**src/rtl/ld_pkg.sv**
```systemverilog
`timescale 1ns/1ps
package ld_pkg;

   typedef enum logic [2:0] {
      LK_ADDR     = 3'd0,
      LK_BYTE_Z   = 3'd1,
      LK_HALF_Z   = 3'd2,
      LK_HALF_S   = 3'd3,
      LK_HALF_REV = 3'd4
   } ld_kind_e;

   typedef enum logic [1:0] {
      ST_IDLE = 2'd0,
      ST_REQ  = 2'd1,
      ST_WAIT = 2'd2
   } ld_state_e;

   localparam int unsigned BYTE_W = 8;

   function automatic logic kind_is_half(input logic [2:0] k);
      return (k == LK_HALF_Z) || (k == LK_HALF_S) || (k == LK_HALF_REV);
   endfunction

endpackage

```
**src/rtl/ld_ea_calc.sv**
```systemverilog
`timescale 1ns/1ps
module ld_ea_calc #(
   parameter int unsigned XLEN   = 32,
   parameter int unsigned DISP_W = 16,
   parameter int unsigned RSEL_W = 5
) (
   input  logic              use_index,
   input  logic [RSEL_W-1:0] base_sel,
   input  logic [XLEN-1:0]   base_val,
   input  logic [XLEN-1:0]   index_val,
   input  logic [DISP_W-1:0] disp,
   output logic [XLEN-1:0]   ea
);

   localparam int unsigned EXT_W = XLEN - DISP_W;

   logic [XLEN-1:0] base_eff;
   logic [XLEN-1:0] disp_ext;
   logic [XLEN-1:0] offset;

   generate
      if (EXT_W > 0) begin : g_ext
         assign disp_ext = {{EXT_W{disp[DISP_W-1]}}, disp};
      end else begin : g_noext
         assign disp_ext = disp[XLEN-1:0];
      end
   endgenerate

   // a zero base field selects a literal zero, not a register
   assign base_eff = (base_sel == '0) ? '0 : base_val;
   assign offset   = use_index ? index_val : disp_ext;
   assign ea       = base_eff + offset;

endmodule

```
**src/rtl/ld_form_chk.sv**
```systemverilog
`timescale 1ns/1ps
module ld_form_chk
   import ld_pkg::*;
#(
   parameter int unsigned RSEL_W    = 5,
   parameter int unsigned LANE_AW   = 2,
   parameter bit          ALLOW_REV = 1'b1
) (
   input  logic [2:0]         kind,
   input  logic               upd,
   input  logic [RSEL_W-1:0]  base_sel,
   input  logic [RSEL_W-1:0]  dst_sel,
   input  logic [LANE_AW-1:0] ea_low,
   output logic               bad,
   output logic               misalign,
   output logic               addr_only
);

   logic rev_ok;
   logic kind_known;
   logic upd_bad;
   logic addr_bad;

   generate
      if (ALLOW_REV) begin : g_rev_on
         assign rev_ok = 1'b1;
      end else begin : g_rev_off
         assign rev_ok = 1'b0;
      end
   endgenerate

   always_comb begin
      kind_known = (kind <= LK_HALF_REV) && ((kind != LK_HALF_REV) || rev_ok);
      upd_bad    = upd && ((base_sel == '0) || (base_sel == dst_sel));
      addr_bad   = (kind == LK_ADDR) && ((base_sel == '0) || upd);
      bad        = !kind_known || upd_bad || addr_bad;
      // a halfword starting in the last lane would spill into the next word
      misalign   = !bad && kind_is_half(kind) && (ea_low == '1);
      addr_only  = (kind == LK_ADDR);
   end

endmodule

```
**src/rtl/ld_lane_fmt.sv**
```systemverilog
`timescale 1ns/1ps
module ld_lane_fmt
   import ld_pkg::*;
#(
   parameter int unsigned XLEN = 32
) (
   input  logic [XLEN-1:0]              word,
   input  logic [$clog2(XLEN/8)-1:0]    off,
   input  logic [2:0]                   kind,
   output logic [XLEN-1:0]              data
);

   localparam int unsigned LANES   = XLEN / BYTE_W;
   localparam int unsigned LANE_AW = $clog2(LANES);
   localparam int unsigned HI_PAD  = XLEN - 2 * BYTE_W;
   localparam int unsigned B_PAD   = XLEN - BYTE_W;

   logic [BYTE_W-1:0]  lane [LANES];
   logic [LANE_AW-1:0] off_nx;
   logic [BYTE_W-1:0]  b_lo_addr;
   logic [BYTE_W-1:0]  b_hi_addr;

   // big-endian: lane 0 is the most significant byte of the word
   generate
      for (genvar g = 0; g < LANES; g++) begin : g_lane
         assign lane[g] = word[XLEN-1-g*BYTE_W -: BYTE_W];
      end
   endgenerate

   assign off_nx    = off + LANE_AW'(1);
   assign b_lo_addr = lane[off];
   assign b_hi_addr = lane[off_nx];

   always_comb begin
      unique case (kind)
         LK_BYTE_Z:   data = {{B_PAD{1'b0}}, b_lo_addr};
         LK_HALF_Z:   data = {{HI_PAD{1'b0}}, b_lo_addr, b_hi_addr};
         LK_HALF_S:   data = {{HI_PAD{b_lo_addr[BYTE_W-1]}}, b_lo_addr, b_hi_addr};
         LK_HALF_REV: data = {{HI_PAD{1'b0}}, b_hi_addr, b_lo_addr};
         default:     data = '0;
      endcase
   end

endmodule

```
**src/rtl/ld_addr_fmt.sv**
```systemverilog
`timescale 1ns/1ps
module ld_addr_fmt
   import ld_pkg::*;
#(
   parameter int unsigned XLEN      = 32,
   parameter int unsigned DISP_W    = 16,
   parameter int unsigned RSEL_W    = 5,
   parameter bit          ALLOW_REV = 1'b1
) (
   input  logic              clk,
   input  logic              rst_n,
   input  logic              op_valid,
   input  logic [2:0]        op_kind,
   input  logic              op_idx,
   input  logic              op_upd,
   input  logic [RSEL_W-1:0] op_base_sel,
   input  logic [RSEL_W-1:0] op_dst_sel,
   input  logic [XLEN-1:0]   op_base_val,
   input  logic [XLEN-1:0]   op_index_val,
   input  logic [DISP_W-1:0] op_disp,
   output logic              mem_req,
   output logic [XLEN-1:0]   mem_addr,
   input  logic              mem_rvalid,
   input  logic [XLEN-1:0]   mem_rdata,
   output logic              busy,
   output logic              res_we,
   output logic [RSEL_W-1:0] res_sel,
   output logic [XLEN-1:0]   res_data,
   output logic              upd_we,
   output logic [RSEL_W-1:0] upd_sel,
   output logic [XLEN-1:0]   upd_data,
   output logic              bad_form,
   output logic              align_err
);

   localparam int unsigned LANES   = XLEN / BYTE_W;
   localparam int unsigned LANE_AW = $clog2(LANES);

   generate
      if ((XLEN % BYTE_W) != 0 || XLEN < 2 * BYTE_W) begin : g_bad_xlen
         $error("ld_addr_fmt: XLEN must be a multiple of 8 and at least 16");
      end
      if (DISP_W > XLEN || DISP_W < 1) begin : g_bad_disp
         $error("ld_addr_fmt: DISP_W must lie in 1..XLEN");
      end
      if (RSEL_W < 1) begin : g_bad_rsel
         $error("ld_addr_fmt: RSEL_W must be at least 1");
      end
   endgenerate

   ld_state_e         state;
   logic [XLEN-1:0]   ea;
   logic [XLEN-1:0]   ea_q;
   logic [2:0]        kind_q;
   logic              upd_q;
   logic [RSEL_W-1:0] dst_q;
   logic [RSEL_W-1:0] base_q;
   logic              f_bad;
   logic              f_mis;
   logic              f_addr;
   logic [XLEN-1:0]   fmt_out;

   ld_ea_calc #(.XLEN(XLEN), .DISP_W(DISP_W), .RSEL_W(RSEL_W)) u_ea (
      .use_index (op_idx),
      .base_sel  (op_base_sel),
      .base_val  (op_base_val),
      .index_val (op_index_val),
      .disp      (op_disp),
      .ea        (ea)
   );

   ld_form_chk #(.RSEL_W(RSEL_W), .LANE_AW(LANE_AW), .ALLOW_REV(ALLOW_REV)) u_form (
      .kind      (op_kind),
      .upd       (op_upd),
      .base_sel  (op_base_sel),
      .dst_sel   (op_dst_sel),
      .ea_low    (ea[LANE_AW-1:0]),
      .bad       (f_bad),
      .misalign  (f_mis),
      .addr_only (f_addr)
   );

   ld_lane_fmt #(.XLEN(XLEN)) u_fmt (
      .word (mem_rdata),
      .off  (ea_q[LANE_AW-1:0]),
      .kind (kind_q),
      .data (fmt_out)
   );

   assign busy     = (state != ST_IDLE);
   assign mem_req  = (state == ST_REQ);
   assign mem_addr = {ea_q[XLEN-1:LANE_AW], {LANE_AW{1'b0}}};

   always_ff @(posedge clk or negedge rst_n) begin
      if (!rst_n) begin
         state     <= ST_IDLE;
         ea_q      <= '0;
         kind_q    <= '0;
         upd_q     <= 1'b0;
         dst_q     <= '0;
         base_q    <= '0;
         res_we    <= 1'b0;
         res_sel   <= '0;
         res_data  <= '0;
         upd_we    <= 1'b0;
         upd_sel   <= '0;
         upd_data  <= '0;
         bad_form  <= 1'b0;
         align_err <= 1'b0;
      end else begin
         res_we    <= 1'b0;
         upd_we    <= 1'b0;
         bad_form  <= 1'b0;
         align_err <= 1'b0;
         unique case (state)
            ST_IDLE: begin
               if (op_valid) begin
                  ea_q   <= ea;
                  kind_q <= op_kind;
                  upd_q  <= op_upd;
                  dst_q  <= op_dst_sel;
                  base_q <= op_base_sel;
                  if (f_bad) begin
                     bad_form <= 1'b1;
                  end else if (f_mis) begin
                     align_err <= 1'b1;
                  end else if (f_addr) begin
                     res_we   <= 1'b1;
                     res_sel  <= op_dst_sel;
                     res_data <= ea;
                  end else begin
                     state <= ST_REQ;
                  end
               end
            end
            ST_REQ: state <= ST_WAIT;
            ST_WAIT: begin
               if (mem_rvalid) begin
                  res_we   <= 1'b1;
                  res_sel  <= dst_q;
                  res_data <= fmt_out;
                  upd_we   <= upd_q;
                  upd_sel  <= base_q;
                  upd_data <= ea_q;
                  state    <= ST_IDLE;
               end
            end
            default: state <= ST_IDLE;
         endcase
      end
   end

endmodule

```
**config.mk**
```make
export PLATFORM = sky130hd
export DESIGN_NAME = ld_addr_fmt
export DESIGN_NICKNAME = d
export VERILOG_FILES = /design/src/rtl/ld_pkg.sv /design/src/rtl/ld_ea_calc.sv /design/src/rtl/ld_form_chk.sv /design/src/rtl/ld_lane_fmt.sv /design/src/rtl/ld_addr_fmt.sv
export SDC_FILE = /design/constraint.sdc
export NUM_CORES = 1
export LEC_CHECK = 0
export BUFFER_PORTS_ARGS = -buffer_cell sky130_fd_sc_hd__buf_2
export CORE_UTILIZATION = 52
export CTS_CLUSTER_DIAMETER = 120
export DETAILED_ROUTE_END_ITERATION = 8
export GPL_ROUTABILITY_DRIVEN = 0
export HOLD_SLACK_MARGIN = 0.08
export MAX_ROUTING_LAYER = met4
export PLACE_DENSITY_LB_ADDON = 0.05
export SLEW_MARGIN = 20
export SYNTH_ARGS = -nofsm -noshare
export SYNTH_HDL_FRONTEND = slang
export SYNTH_SLANG_ARGS = --single-unit
```
**constraint.sdc**
```tcl
create_clock -name clk -period 2.8 [get_ports clk]
set_input_delay 0.28 -clock clk [delete_from_list [all_inputs] [get_ports clk]]
set_output_delay 0.28 -clock clk [all_outputs]
set_load 0.005 [all_outputs]
```
==> results.md <==
## Min path
• 2 — number of cells on the worst hold path
• input pin to register — Worst Hold Class

## GRT
• 7535 — number of global-route vias before repair
• 38620 um — first-pass GRT wire length
• 32.11% — total global-route track usage
• 0 — antenna violations before repair
• 116 — largest net degree at the start of global routing
• 0 — total global routing overflow

## Worst setup path
• buf_6, or4_4, nor2_4, buf_12, nor2b_1, ha_1, buf_4, nand3_1, a31oi_2, a21oi_2, a21oi_2, a31oi_4, o31a_1, o21ai_2, xor2_1, a221o_1 — critical path cell sequence
• 0.58 ns — delay contributed by the slowest stage of the critical path
• a21oi_2 — Critical Path Most Common Cell
• 15 — highest net fanout along the worst path
• 8 — cells on worst reg2reg path
• 3.49 ns — arrival time at the worst endpoint
• input pin to register — kind of critical path
• 3.09 ns — Critical Path RT
• or4_4 — standard cell with the maximum stage delay on the critical path
• input pin — Worst Setup Start Kind
• register — endpoint class of the critical path

## Layout
• 41.61% — post-synthesis to final-layout area growth
• 4727 um2 — Multi-input gate area
• 0 — number of diodes added for antenna fixing
• 1316 — non-filler cells, final
• 975 — fill cell total of the finished layout
• 1282 — Final nets
• buf_2 (238), buf_4 (142), dfrtp_1 (126), nand2_1 (98), mux2_2 (73) — commonest cells after routing, fill and taps aside
• 3153 um2 — Sequential Area
• 51.68% — ratio of cells with drive above 1 in the final layout
• buf_2 — most common cell after layout, fill and taps aside

## Synth
• dfrtp_1 — most used flip-flop cell after synthesis
• 39.79% — Seq/Total Area, Yosys
• 126 — synthesis-stage register bit count
• 39.79% — proportion of netlist area held by the largest area contributor
• dfrtp_1 (40%), mux2_2 (10%), ha_1 (4.9%) — biggest area contributors in the synthesized netlist
• 0 — Yosys warnings
• 10.03 um2 — average instance area after synthesis
• 17.50% — complex-gate fraction of the synthesized area
• 15.13% — portion of netlist area occupied by mux cells
• 100.0% — proportion of register bits with asynchronous set or reset after synthesis
• 5.148% — synthesized-area fraction occupied by adder cells
• compound AO/OA/AOI/OAI gates — largest family of logic cells by synthesized area
• 3.979% — xor/xnor cell area share of the yosys netlist
• 12.36% — post-synthesis share of cell area spent on and, or, nand and nor gates
• 62 — synth unique cells
• 790 — gate count after technology mapping
• 0 — EDFF count, synth
• dfrtp_1 — top cell type by total area after synthesis
• 7924 um2 — Netlist Area Pre-Place

## Power and ir drop
• 0.0003566 V — maximum ir drop on the vdd rail
• 826.0 nW/um2 — Pwr per Cell Area
• 5.590 nW — Static Leak
• 9.268 mW — Final Power

## STA
• 0 — Max Transition Viols Final
• -0.4062 ns — min setup slack post-route
• 27.70% — headroom to the max-slew limit
• true — unrepaired setup endpoints after global routing
• 3.206 ns — post-layout minimum cycle time
• 1.085 ns — measured slew at the worst slew-check pin
• 38 — total setup violations reported at the end of the flow
• 311.9 MHz — Max Clock Freq
• 114.5% — share of the clock period used by the worst path after layout
• 0 — final-report hold violation count
• 0.007666 ns — final clock skew
• 0.09465 ns — final worst hold slack

## Routing
• 16 — DRC violations left
• 549 — 1st-iter DRT viols
• 7487 — routed vias
• 7 — first-pass detailed-route iteration total
• 5.689 — detailed-route vias per instance
• 0 — post-detailed-route count of antenna-violating nets
• 23770 um — final wirelength
• 18.07 um — WL per Instance

## Floorplan
• 15740 um2 — overall die area
• 125.4 um — die outline width
• 44 — total number of placement rows
• 125.4 um — die boundary height
• 14700 um2 — core area
• 243 — I/O Pins
• 53.91% — starting density of the core

## Placed design
• 1269 — number of cells after detailed placement
• 240 — Port Buf Inserts
• -0.8667 ns — worst slack at placement
• 17580 um — total half-perimeter wirelength after legalization and detailed placement

## Run
• 0 — Maximum Capacitance Violations

## CTS
• 17 — TritonCTS buffer count
• 4 — H-tree Lvls
• 0.06 ns — clock transition at the registers of the reported paths
• 0.41 ns — clock latency reported for the late side of the worst-skew pair
• 126 — count of clock tree sinks
• yes — TritonCTS clock tree
• 2 — Max Buffers Root-to-Sink
• clkbuf_16 — CTS Root Buffer Type

## Run status
• finished with violations — outcome
• design-rule violations, negative setup slack — violations in the final reports

[registers in the layout, summed over array words and instances (netlist names)]
register,count
align_err,1
bad_form,1
base_q,5
dst_q,5
ea_q,32
kind_q,3
res_data,32
res_sel,5
res_we,1
state,2
upd_data,32
upd_q,1
upd_sel,5
upd_we,1
[Yosys cell counts (4+ instances only)]
cell,instances
a221o_1,6
xor2_1,20
o21ai_0,46
nand2b_1,6
a21o_1,31
nor2_1,25
a31oi_1,9
nand2_1,100
mux2_2,73
ha_1,31
o21ai_1,13
clkbuf_1,37
o21a_1,7
o211ai_1,5
and2_1,4
mux2i_1,5
nand4_1,8
a221oi_1,14
a21oi_1,36
buf_2,11
inv_1,8
a211oi_1,12
xnor2_1,16
buf_4,32
nand3_1,10
dfrtp_1,126
nor2b_1,39
mux4_2,14
[stage by stage]
| step | util, % | setup TNS (ns) | cell area [um2] |
|---|---|---|---|
| 4_1_cts | 74.86 | -4.263 | 11000 |
| 3_5_place_dp | 68.09 | -34.73 | 10010 |
| 6_report | 76.34 | -6.520 | 11220 |
| 3_3_place_gp | 68.09 | -30.37 | 10010 |
| 2_1_floorplan | - | -10.38 | 7965 |
| 5_1_grt | 76.34 | -10.75 | 11220 |
[per-layer routing]
metal	GRT usage [%]	wire [um]	share of wire, %
met1	42.46	10050	42
met2	50.33	11350	48
met3	4.964	1665	7.0
met4	11.19	705	3.0
met5	-	0	0
[kinds of logic (layout without fill, tap and decap cells)]
group,after synthesis,count (layout)
and+or+nand+nor,205,205
adders and majority gates,32,32
xor gates and xnor gates,36,36
DFF,126,126
buffers and inverters,92,433
other,1,2
muxes,93,93
AOI/OAI and AO/OA,205,205
[final timing paths]
check / to / startpoint / slack (ns)
setup / recovery: res_data[29] / op_base_sel[2] / -0.41
hold / removal: state[1] / mem_rvalid / 0.09
setup reg to reg: res_data[20] / state[1] / 0.43
hold reg to reg: res_data[15] / res_data[15] / 0.48
max in group asynchronous: res_sel[0] / rst_n / 1.47
min in group asynchronous: upd_data[12] / rst_n / 0.54
[final cells by class]
type | instances | area share, %
Inverter | 9 | 0.3011
Tap cell | 184 | 2.052
Clock buffer | 19 | 3.947
Sequential cell | 126 | 28.10
Multi-Input combinational cell | 573 | 42.13
Timing Repair Buffer | 392 | 21.57
Clock inverter | 13 | 1.907
[repair_timing]
item,CTS,global route
pin swaps,14,15
buffers inserted,7,7
setup endpoints to repair,48,52
hold endpoints to repair,18,0
hold buffers,1,0
gates resized for setup,53,33
[power breakdown]
group,switching (mW),total [mW],internal [mW]
clock,0.811,2.42,1.61
sequential,0.533,3.12,2.58
combinational,1.77,3.73,1.96
total,3.12,9.27,6.15
[critical path: cells and delay by family]
kind            cells  cell delay (ns)
compound gates      7             1.44
xor+xnor            1             0.12
fa+ha+maj           1             0.33
buf+inv             3             0.41
simple gates        4             0.91
No activity file was read; power rests on OpenSTA's default activity.
